===== src/rtl/pix_align_pkg.sv =====
package pix_align_pkg;
  localparam int CTL_W      = 5;
  localparam int CTL_VALID  = 0;
  localparam int CTL_VEND   = 1;
  localparam int CTL_VSTART = 2;
  localparam int CTL_HEND   = 3;
  localparam int CTL_HSTART = 4;
  // total latency from reference inputs to all outputs
  localparam int ALIGN_LAT  = 10;

  function automatic int ring_bits(input int max_lines, input int line_buf);
    return max_lines + $clog2(line_buf);
  endfunction

  function automatic int ptr_step(input int ptr, input int depth);
    return (ptr == depth - 1) ? 0 : ptr + 1;
  endfunction
endpackage


===== src/rtl/align_ring_ram.sv =====
module align_ring_ram #(
  parameter int AW = 8,
  parameter int DW = 8
) (
  input  logic          clk,
  input  logic          we,
  input  logic [AW-1:0] waddr,
  input  logic [DW-1:0] wdata,
  input  logic [AW-1:0] raddr,
  output logic [DW-1:0] rdata
);
  localparam int DEPTH = 1 << AW;
  logic [DW-1:0] mem [DEPTH];

  always_ff @(posedge clk) begin
    if (we) mem[waddr] <= wdata;
    rdata <= mem[raddr];
  end
endmodule


===== src/rtl/align_line_fifo.sv =====
module align_line_fifo import pix_align_pkg::*; #(
  parameter int DEPTH = 4,
  parameter int DW    = 8
) (
  input  logic                       clk,
  input  logic                       rst_n,
  input  logic                       push,
  input  logic [DW-1:0]              push_data,
  input  logic                       pop,
  output logic [DW-1:0]              head,
  output logic [$clog2(DEPTH+1)-1:0] level
);
  localparam int PW = (DEPTH > 1) ? $clog2(DEPTH) : 1;
  localparam int CW = $clog2(DEPTH+1);

  logic [DW-1:0] slots [DEPTH];
  logic [PW-1:0] wr_ptr, rd_ptr;

  assign head = slots[rd_ptr];

  always_ff @(posedge clk) begin
    if (push) slots[wr_ptr] <= push_data;
  end

  always_ff @(posedge clk) begin
    if (!rst_n) begin
      wr_ptr <= '0;
      rd_ptr <= '0;
      level  <= '0;
    end else begin
      if (push) wr_ptr <= PW'(ptr_step(int'(wr_ptr), DEPTH));
      if (pop)  rd_ptr <= PW'(ptr_step(int'(rd_ptr), DEPTH));
      if (push && !pop)      level <= level + CW'(1);
      else if (pop && !push) level <= level - CW'(1);
    end
  end
endmodule


===== src/rtl/align_delay.sv =====
module align_delay #(
  parameter int W = 8,
  parameter int N = 4
) (
  input  logic         clk,
  input  logic         rst_n,
  input  logic [W-1:0] d,
  output logic [W-1:0] q
);
  logic [W-1:0] stage [N];

  always_ff @(posedge clk) begin
    if (!rst_n) stage[0] <= '0;
    else        stage[0] <= d;
  end

  for (genvar i = 1; i < N; i++) begin : g_stage
    always_ff @(posedge clk) begin
      if (!rst_n) stage[i] <= '0;
      else        stage[i] <= stage[i-1];
    end
  end

  assign q = stage[N-1];
endmodule


===== src/rtl/pix_stream_align.sv =====
module pix_stream_align import pix_align_pkg::*; #(
  parameter int PIX_W         = 8,
  parameter int MAX_LINES     = 4,
  parameter int LINE_BUF_SIZE = 16
) (
  input  logic             clk,
  input  logic             rst_n,
  input  logic [PIX_W-1:0] pix_in,
  input  logic [CTL_W-1:0] ctl_in,
  input  logic [PIX_W-1:0] ref_pix_in,
  input  logic [CTL_W-1:0] ref_ctl_in,
  output logic [PIX_W-1:0] pix_out,
  output logic [PIX_W-1:0] ref_pix_out,
  output logic [CTL_W-1:0] ctl_out
);
  localparam int AW          = ring_bits(MAX_LINES, LINE_BUF_SIZE);
  localparam int CW          = $clog2(MAX_LINES+1);
  localparam int DATA_STAGES = ALIGN_LAT - 2;

  function automatic logic [AW-1:0] addr_next(input logic [AW-1:0] a);
    return a + AW'(1);
  endfunction

  // named events for the checker
  logic          early_valid, fifo_push, early_frame;
  logic          ref_valid, fifo_pop, ref_frame_ev;
  logic [AW-1:0] wr_addr, frame_start_q, fifo_head;
  logic [CW-1:0] fifo_level;

  assign early_valid  = ctl_in[CTL_VALID];
  assign fifo_push    = ctl_in[CTL_HSTART] & early_valid;
  assign early_frame  = ctl_in[CTL_VSTART] & early_valid;
  assign ref_valid    = ref_ctl_in[CTL_VALID];
  assign fifo_pop     = ref_ctl_in[CTL_HSTART] & ref_valid;
  assign ref_frame_ev = ref_ctl_in[CTL_VSTART] & ref_valid;

  // write side
  always_ff @(posedge clk) begin
    if (!rst_n) begin
      wr_addr       <= '0;
      frame_start_q <= '0;
    end else begin
      if (early_valid) wr_addr <= addr_next(wr_addr);
      if (early_frame) frame_start_q <= wr_addr;
    end
  end

  align_line_fifo #(.DEPTH(MAX_LINES), .DW(AW)) line_fifo_i (
    .clk(clk), .rst_n(rst_n),
    .push(fifo_push), .push_data(wr_addr),
    .pop(fifo_pop), .head(fifo_head), .level(fifo_level)
  );

  // read side
  logic [AW-1:0] line_base, rd_addr_d, rd_ptr_q, rd_addr_q;
  logic [PIX_W-1:0] ram_q, data_dly;

  assign line_base = ref_frame_ev ? frame_start_q : fifo_head;
  assign rd_addr_d = fifo_pop ? line_base : rd_ptr_q;

  always_ff @(posedge clk) begin
    if (!rst_n) begin
      rd_ptr_q  <= '0;
      rd_addr_q <= '0;
    end else begin
      if (ref_valid) rd_ptr_q <= addr_next(rd_addr_d);
      rd_addr_q <= rd_addr_d;
    end
  end

  align_ring_ram #(.AW(AW), .DW(PIX_W)) ring_i (
    .clk(clk), .we(early_valid), .waddr(wr_addr), .wdata(pix_in),
    .raddr(rd_addr_q), .rdata(ram_q)
  );

  align_delay #(.W(PIX_W), .N(DATA_STAGES)) data_dly_i (
    .clk(clk), .rst_n(rst_n), .d(ram_q), .q(data_dly)
  );

  align_delay #(.W(PIX_W+CTL_W), .N(ALIGN_LAT)) ref_dly_i (
    .clk(clk), .rst_n(rst_n), .d({ref_pix_in, ref_ctl_in}),
    .q({ref_pix_out, ctl_out})
  );

  assign pix_out = ctl_out[CTL_VALID] ? data_dly : '0;
endmodule


===== config.mk =====
export PLATFORM = sky130hd
export DESIGN_NAME = pix_stream_align
export DESIGN_NICKNAME = d
export VERILOG_FILES = /design/src/rtl/pix_align_pkg.sv /design/src/rtl/align_ring_ram.sv /design/src/rtl/align_line_fifo.sv /design/src/rtl/align_delay.sv /design/src/rtl/pix_stream_align.sv
export SDC_FILE = /design/constraint.sdc
export NUM_CORES = 2
export LEC_CHECK = 0
export ABC_CLOCK_PERIOD_IN_PS = 3210
export BUFFER_PORTS_ARGS = -buffer_cell sky130_fd_sc_hd__buf_2
export CAP_MARGIN = 20
export CORE_AREA = 3 3 445 447
export CTS_BUF_LIST = sky130_fd_sc_hd__clkbuf_16
export DETAILED_ROUTE_END_ITERATION = 16
export DIE_AREA = 0 0 448 450
export PLACE_DENSITY_LB_ADDON = 0.12
export SLEW_MARGIN = 20
export SYNTH_ARGS = -nofsm -noshare
export SYNTH_HDL_FRONTEND = slang
export SYNTH_SLANG_ARGS = --single-unit

===== constraint.sdc =====
create_clock -name clk -period 3.21 [get_ports clk]
set_input_delay 0.321 -clock clk [delete_from_list [all_inputs] [get_ports clk]]
set_output_delay 0.321 -clock clk [all_outputs]
set_load 0.05 [all_outputs]

==> run_summary.xml <==
<?xml version="1.0" encoding="UTF-8"?>
<metrics>
  <group name="outcome">
    <metric name="status" unit="">completed</metric>
  </group>
  <group name="routing">
    <metric name="drt_drc_violations_left" unit="">0</metric>
    <metric name="route.antenna.remaining_nets" unit="">0</metric>
    <metric name="detailedRoute.firstPassIterationCount" unit="">5</metric>
    <metric name="number_of_design_rule_violations_left_by_the_first_detailed_router_iteration" unit="">4472</metric>
    <metric name="wirelength" unit="mm">220.4</metric>
    <metric name="detailed_route_via_count" unit="">44370</metric>
    <metric name="vias_per_cell" unit="">5.740</metric>
    <metric name="drt-wirelength-per-cell" unit="um">28.50</metric>
  </group>
  <group name="critical_path">
    <metric name="cpPeakStageDelay" unit="ns">0.61</metric>
    <metric name="path_depth" unit="">9</metric>
    <metric name="critical_path.endpoint_type" unit="">register</metric>
    <metric name="timing.critical_path.from_type" unit="">register</metric>
    <metric name="timing.critical_path.fanout_max" unit="">19</metric>
    <metric name="critical_path_buf_inv_count" unit="">4</metric>
    <metric name="crit_type" unit="">register to register</metric>
    <metric name="worstPathArrival" unit="ns">3.86</metric>
    <metric name="cp_max_stage_cell" unit="">sky130_fd_sc_hd__nor4_4</metric>
    <metric name="worst_ep_required" unit="ns">3.91</metric>
    <metric name="reg2reg_setup_slack" unit="ns">0.04</metric>
    <metric name="crit_family" unit="">buffers and inverters</metric>
    <metric name="r2r_cells" unit="">9</metric>
    <metric name="crit_chain" unit="">buf_12 &gt; buf_12 &gt; buf_4 &gt; mux4_2 &gt; a22oi_1 &gt; a21oi_1 &gt; nor4_4 &gt; buf_4 &gt; nor4_1</metric>
  </group>
  <group name="logic_synthesis">
    <metric name="synth_largest_area_cell" unit="">sky130_fd_sc_hd__edfxtp_1</metric>
    <metric name="synthFlopType" unit="">sky130_fd_sc_hd__edfxtp_1</metric>
    <metric name="synth.yosys.warnings" unit="">0</metric>
    <metric name="async_flop_share" unit="%">0</metric>
    <metric name="yosysUniqueCellTypes" unit="">62</metric>
    <metric name="synth_area_leaders" unit="">sky130_fd_sc_hd__edfxtp_1 71%, sky130_fd_sc_hd__mux4_2 11%, sky130_fd_sc_hd__dfxtp_1 5.5%</metric>
    <metric name="mappedNetlistNets" unit="">4480</metric>
    <metric name="average_cell_area_after_synthesis" unit="sq um">19.70</metric>
    <metric name="synth_top_area_share" unit="%">71.39</metric>
    <metric name="synthCells" unit="">4442</metric>
    <metric name="synth_edf_count" unit="">2080</metric>
    <metric name="ys_seq_elements" unit="">2320</metric>
    <metric name="sequential_to_total_area_share_from_yosys_stat" unit="%">76.88</metric>
    <metric name="synth_area" unit="sq um">87490</metric>
  </group>
  <group name="placed_design">
    <metric name="place.gp.congestion" unit="">0.8153</metric>
    <metric name="dp_slack" unit="ns">-0.5088</metric>
    <metric name="post-dp-hpwl" unit="mm">138.5</metric>
    <metric name="portBuffers" unit="">46</metric>
  </group>
  <group name="die">
    <metric name="overall_die_width" unit="um">448</metric>
    <metric name="core" unit="sq um">194600</metric>
    <metric name="die_area" unit="sq um">201600</metric>
    <metric name="num_rows" unit="">162</metric>
    <metric name="chipHeight" unit="um">450</metric>
    <metric name="ioPinCount" unit="">49</metric>
    <metric name="initial_cell_density_of_the_core" unit="%">44.96</metric>
  </group>
  <group name="timing">
    <metric name="drv_slew" unit="">0</metric>
    <metric name="clock_skew" unit="ns">0.03068</metric>
    <metric name="period_share" unit="%">98.63</metric>
    <metric name="maximum_clock_frequency" unit="MHz">315.9</metric>
    <metric name="finalWorstSetupSlack" unit="ns">0.04406</metric>
    <metric name="finalHoldViolations" unit="">0</metric>
    <metric name="worstMarginPinSlew" unit="ns">0.9610</metric>
    <metric name="max-slew-margin-rel" unit="%">35.78</metric>
    <metric name="setup_viol" unit="">0</metric>
    <metric name="grt_setup_unrepaired" unit="">true</metric>
    <metric name="period_minus_slack" unit="ns">3.166</metric>
    <metric name="final.setup.tns" unit="ns">0</metric>
  </group>
  <group name="global_routing">
    <metric name="groute.layer.met1.usage" unit="%">32.17</metric>
    <metric name="antenna_violations_before_repair" unit="">13</metric>
    <metric name="grt_start_max_net_pins" unit="">143</metric>
    <metric name="grt.overflow.total" unit="">0</metric>
    <metric name="global_route.usage.met3" unit="%">3.680</metric>
    <metric name="grt_pass1_vias" unit="">44440</metric>
    <metric name="grt-busiest-layer" unit="">met2</metric>
    <metric name="grt_usage" unit="%">21.81</metric>
    <metric name="gr-usage-met2" unit="%">33.61</metric>
    <metric name="grt_first_pass_wirelength" unit="mm">317.3</metric>
  </group>
  <group name="cts">
    <metric name="clock_tree_from_tritoncts" unit="">yes</metric>
    <metric name="cts.sinks" unit="">2320</metric>
    <metric name="clkTransAtPathRegs" unit="ns">0.06</metric>
    <metric name="clock_tree.htree_level_count" unit="">4</metric>
    <metric name="cts-root-to-sink-buffers" unit="">3</metric>
    <metric name="worstSkewPairLatency" unit="ns">0.85</metric>
    <metric name="cts_buffers" unit="">231</metric>
    <metric name="clockRootBuffer" unit="">sky130_fd_sc_hd__clkbuf_16</metric>
  </group>
  <group name="power_and_ir_drop">
    <metric name="fin_total_pwr" unit="uW">61650</metric>
    <metric name="power-per-cell-area" unit="nW/um^2">607.3</metric>
    <metric name="leakage" unit="uW">0.03268</metric>
    <metric name="max-vdd-ir-drop" unit="mV">0.6089</metric>
  </group>
  <group name="run">
    <metric name="cap_violations" unit="">0</metric>
  </group>
  <group name="worst_hold_path">
    <metric name="timing.hold.worst_path_depth" unit="">1</metric>
    <metric name="hold_path_class" unit="">input port to register</metric>
  </group>
  <group name="final_layout">
    <metric name="area_delta_synth_final" unit="%">16.03</metric>
    <metric name="num-fill-cells" unit="">15490</metric>
    <metric name="drive_above_1_share" unit="%">26.28</metric>
    <metric name="nNetsFinal" unit="">5033</metric>
  </group>
</metrics>
==> cell families (layout without fill, tap and decap cells) <==
group,Yosys count,after routing,share of synthesized area [%]
adders and majority gates,10,10,0.1430
muxes,595,595,13.03
buffers and inverters,283,1024,1.849
xor gates and xnor gates,11,11,0.1101
DFF,2320,2320,76.88
other,0,6,0
and+or+nand+nor,747,747,4.209
AOI/OAI and AO/OA,476,476,3.775
==> layer usage <==
| layer | share of wire [%] | up-vias |
|---|---|---|
| met3 | 6.3 | 302 |
| met4 | 2.6 | 2 |
| met1 | 44 | 23530 |
| li1 | - | 19120 |
| met5 | 0.0054 | - |
| met2 | 47 | 1419 |
==> per-stage QoR <==
| stage | instances | area (sq um) | util [%] | hold slack [ns] |
|---|---|---|---|---|
| global route | 7726 | 101500 | 52.16 | 0.01600 |
| CTS | 7722 | 101400 | 52.11 | 0.00007711 |
| detailed placement | 7276 | 94080 | 48.35 | 0.4169 |
| global placement | 7276 | 94070 | 48.34 | 0.4134 |
| finish | 7731 | 101500 | 52.17 | 0.01882 |
| floorplan | 4442 | 87490 | - | 0.4119 |
==> cells in the final DEF (no fill, tap or decap), types with 12 or more instances in the layout <==
cell	synthesis	final
sky130_fd_sc_hd__clkbuf_16	0	238
sky130_fd_sc_hd__inv_1	7	70
sky130_fd_sc_hd__nor2_1	306	304
sky130_fd_sc_hd__edfxtp_1	2080	2080
sky130_fd_sc_hd__buf_12	9	53
sky130_fd_sc_hd__clkinv_1	1	60
sky130_fd_sc_hd__o22ai_1	15	15
sky130_fd_sc_hd__o21ai_0	18	18
sky130_fd_sc_hd__nand2b_1	13	12
sky130_fd_sc_hd__nor4_1	29	16
sky130_fd_sc_hd__mux2i_1	149	149
sky130_fd_sc_hd__dlygate4sd3_1	0	22
sky130_fd_sc_hd__nor3_1	19	18
sky130_fd_sc_hd__o221ai_1	41	41
sky130_fd_sc_hd__buf_4	30	470
sky130_fd_sc_hd__mux4_2	434	434
sky130_fd_sc_hd__mux2_2	12	12
sky130_fd_sc_hd__nor2b_1	16	12
sky130_fd_sc_hd__nand3_1	39	35
sky130_fd_sc_hd__a221oi_1	28	28
sky130_fd_sc_hd__a22o_1	13	13
sky130_fd_sc_hd__and2_1	217	215
sky130_fd_sc_hd__nand2_1	78	78
sky130_fd_sc_hd__a21oi_1	129	129
sky130_fd_sc_hd__a22oi_1	184	182
sky130_fd_sc_hd__a31oi_1	12	12
sky130_fd_sc_hd__buf_2	72	37
sky130_fd_sc_hd__dfxtp_1	240	234
sky130_fd_sc_hd__clkinv_2	0	40
==> cell type report <==
class                   instances  area (sq um)  area share, %
diodes                          6         15.01        0.01479
inverters                       9         33.78        0.03328
well taps                    2542          3181          3.133
multi-input cells            1839         18840          18.56
flip-flops and latches       2320         67280          66.27
repair buffers                594          5206          5.129
clock buffers                 237          5931          5.842
clock inverters               184          1025          1.009
==> state kept, by name, summed over array words and instances (netlist names), named ones only <==
signal	flops
ring_i.mem	2048
ref_dly_i.stage	130
data_dly_i.stage	64
line_fifo_i.slots	32
frame_start_q	8
rd_addr_q	8
rd_ptr_q	8
ring_i.rdata	8
wr_addr	8
line_fifo_i.rd_ptr	2
line_fifo_i.wr_ptr	2
==> synthesized netlist by cell type (13+ instances only) <==
| library cell | instances |
|---|---|
| sky130_fd_sc_hd__mux4_2 | 434 |
| sky130_fd_sc_hd__nand3_1 | 39 |
| sky130_fd_sc_hd__o21ai_0 | 18 |
| sky130_fd_sc_hd__nand2_1 | 78 |
| sky130_fd_sc_hd__buf_4 | 30 |
| sky130_fd_sc_hd__nand2b_1 | 13 |
| sky130_fd_sc_hd__buf_6 | 23 |
| sky130_fd_sc_hd__and2_1 | 217 |
| sky130_fd_sc_hd__o221ai_1 | 41 |
| sky130_fd_sc_hd__a21oi_1 | 129 |
| sky130_fd_sc_hd__nor2_1 | 306 |
| sky130_fd_sc_hd__nor3_1 | 19 |
| sky130_fd_sc_hd__buf_2 | 72 |
| sky130_fd_sc_hd__dfxtp_1 | 240 |
| sky130_fd_sc_hd__o22ai_1 | 15 |
| sky130_fd_sc_hd__edfxtp_1 | 2080 |
| sky130_fd_sc_hd__a22o_1 | 13 |
| sky130_fd_sc_hd__mux2i_1 | 149 |
| sky130_fd_sc_hd__a22oi_1 | 184 |
| sky130_fd_sc_hd__a221oi_1 | 28 |
| sky130_fd_sc_hd__nor2b_1 | 16 |
| sky130_fd_sc_hd__nor4_1 | 29 |
| sky130_fd_sc_hd__clkbuf_1 | 127 |
==> timing repair <==
item	in CTS	in global routing
hold buffers	21	1
setup buffers	4	0
gates cloned	0	1
gates resized for setup	13	7
pin swaps	0	2
endpoints found under the hold margin	319	33
setup endpoints to repair	7	5
==> final timing paths <==
path                                             from                    end
worst max register to register           rd_addr_q[0]        ring_i.rdata[4]
worst min-delay path                        pix_in[2]      ring_i.mem[14][2]
worst max-delay path                     rd_addr_q[0]        ring_i.rdata[4]
worst min register to register  ref_dly_i.stage[6][2]  ref_dly_i.stage[7][2]
==> report_power, final <==
part           internal [uW]  switching (uW)
registers              33000            97.9
clock network          13800           11100
logic                   1440            2280
total                  48200           13400
(Power assumes the default switching activity.)
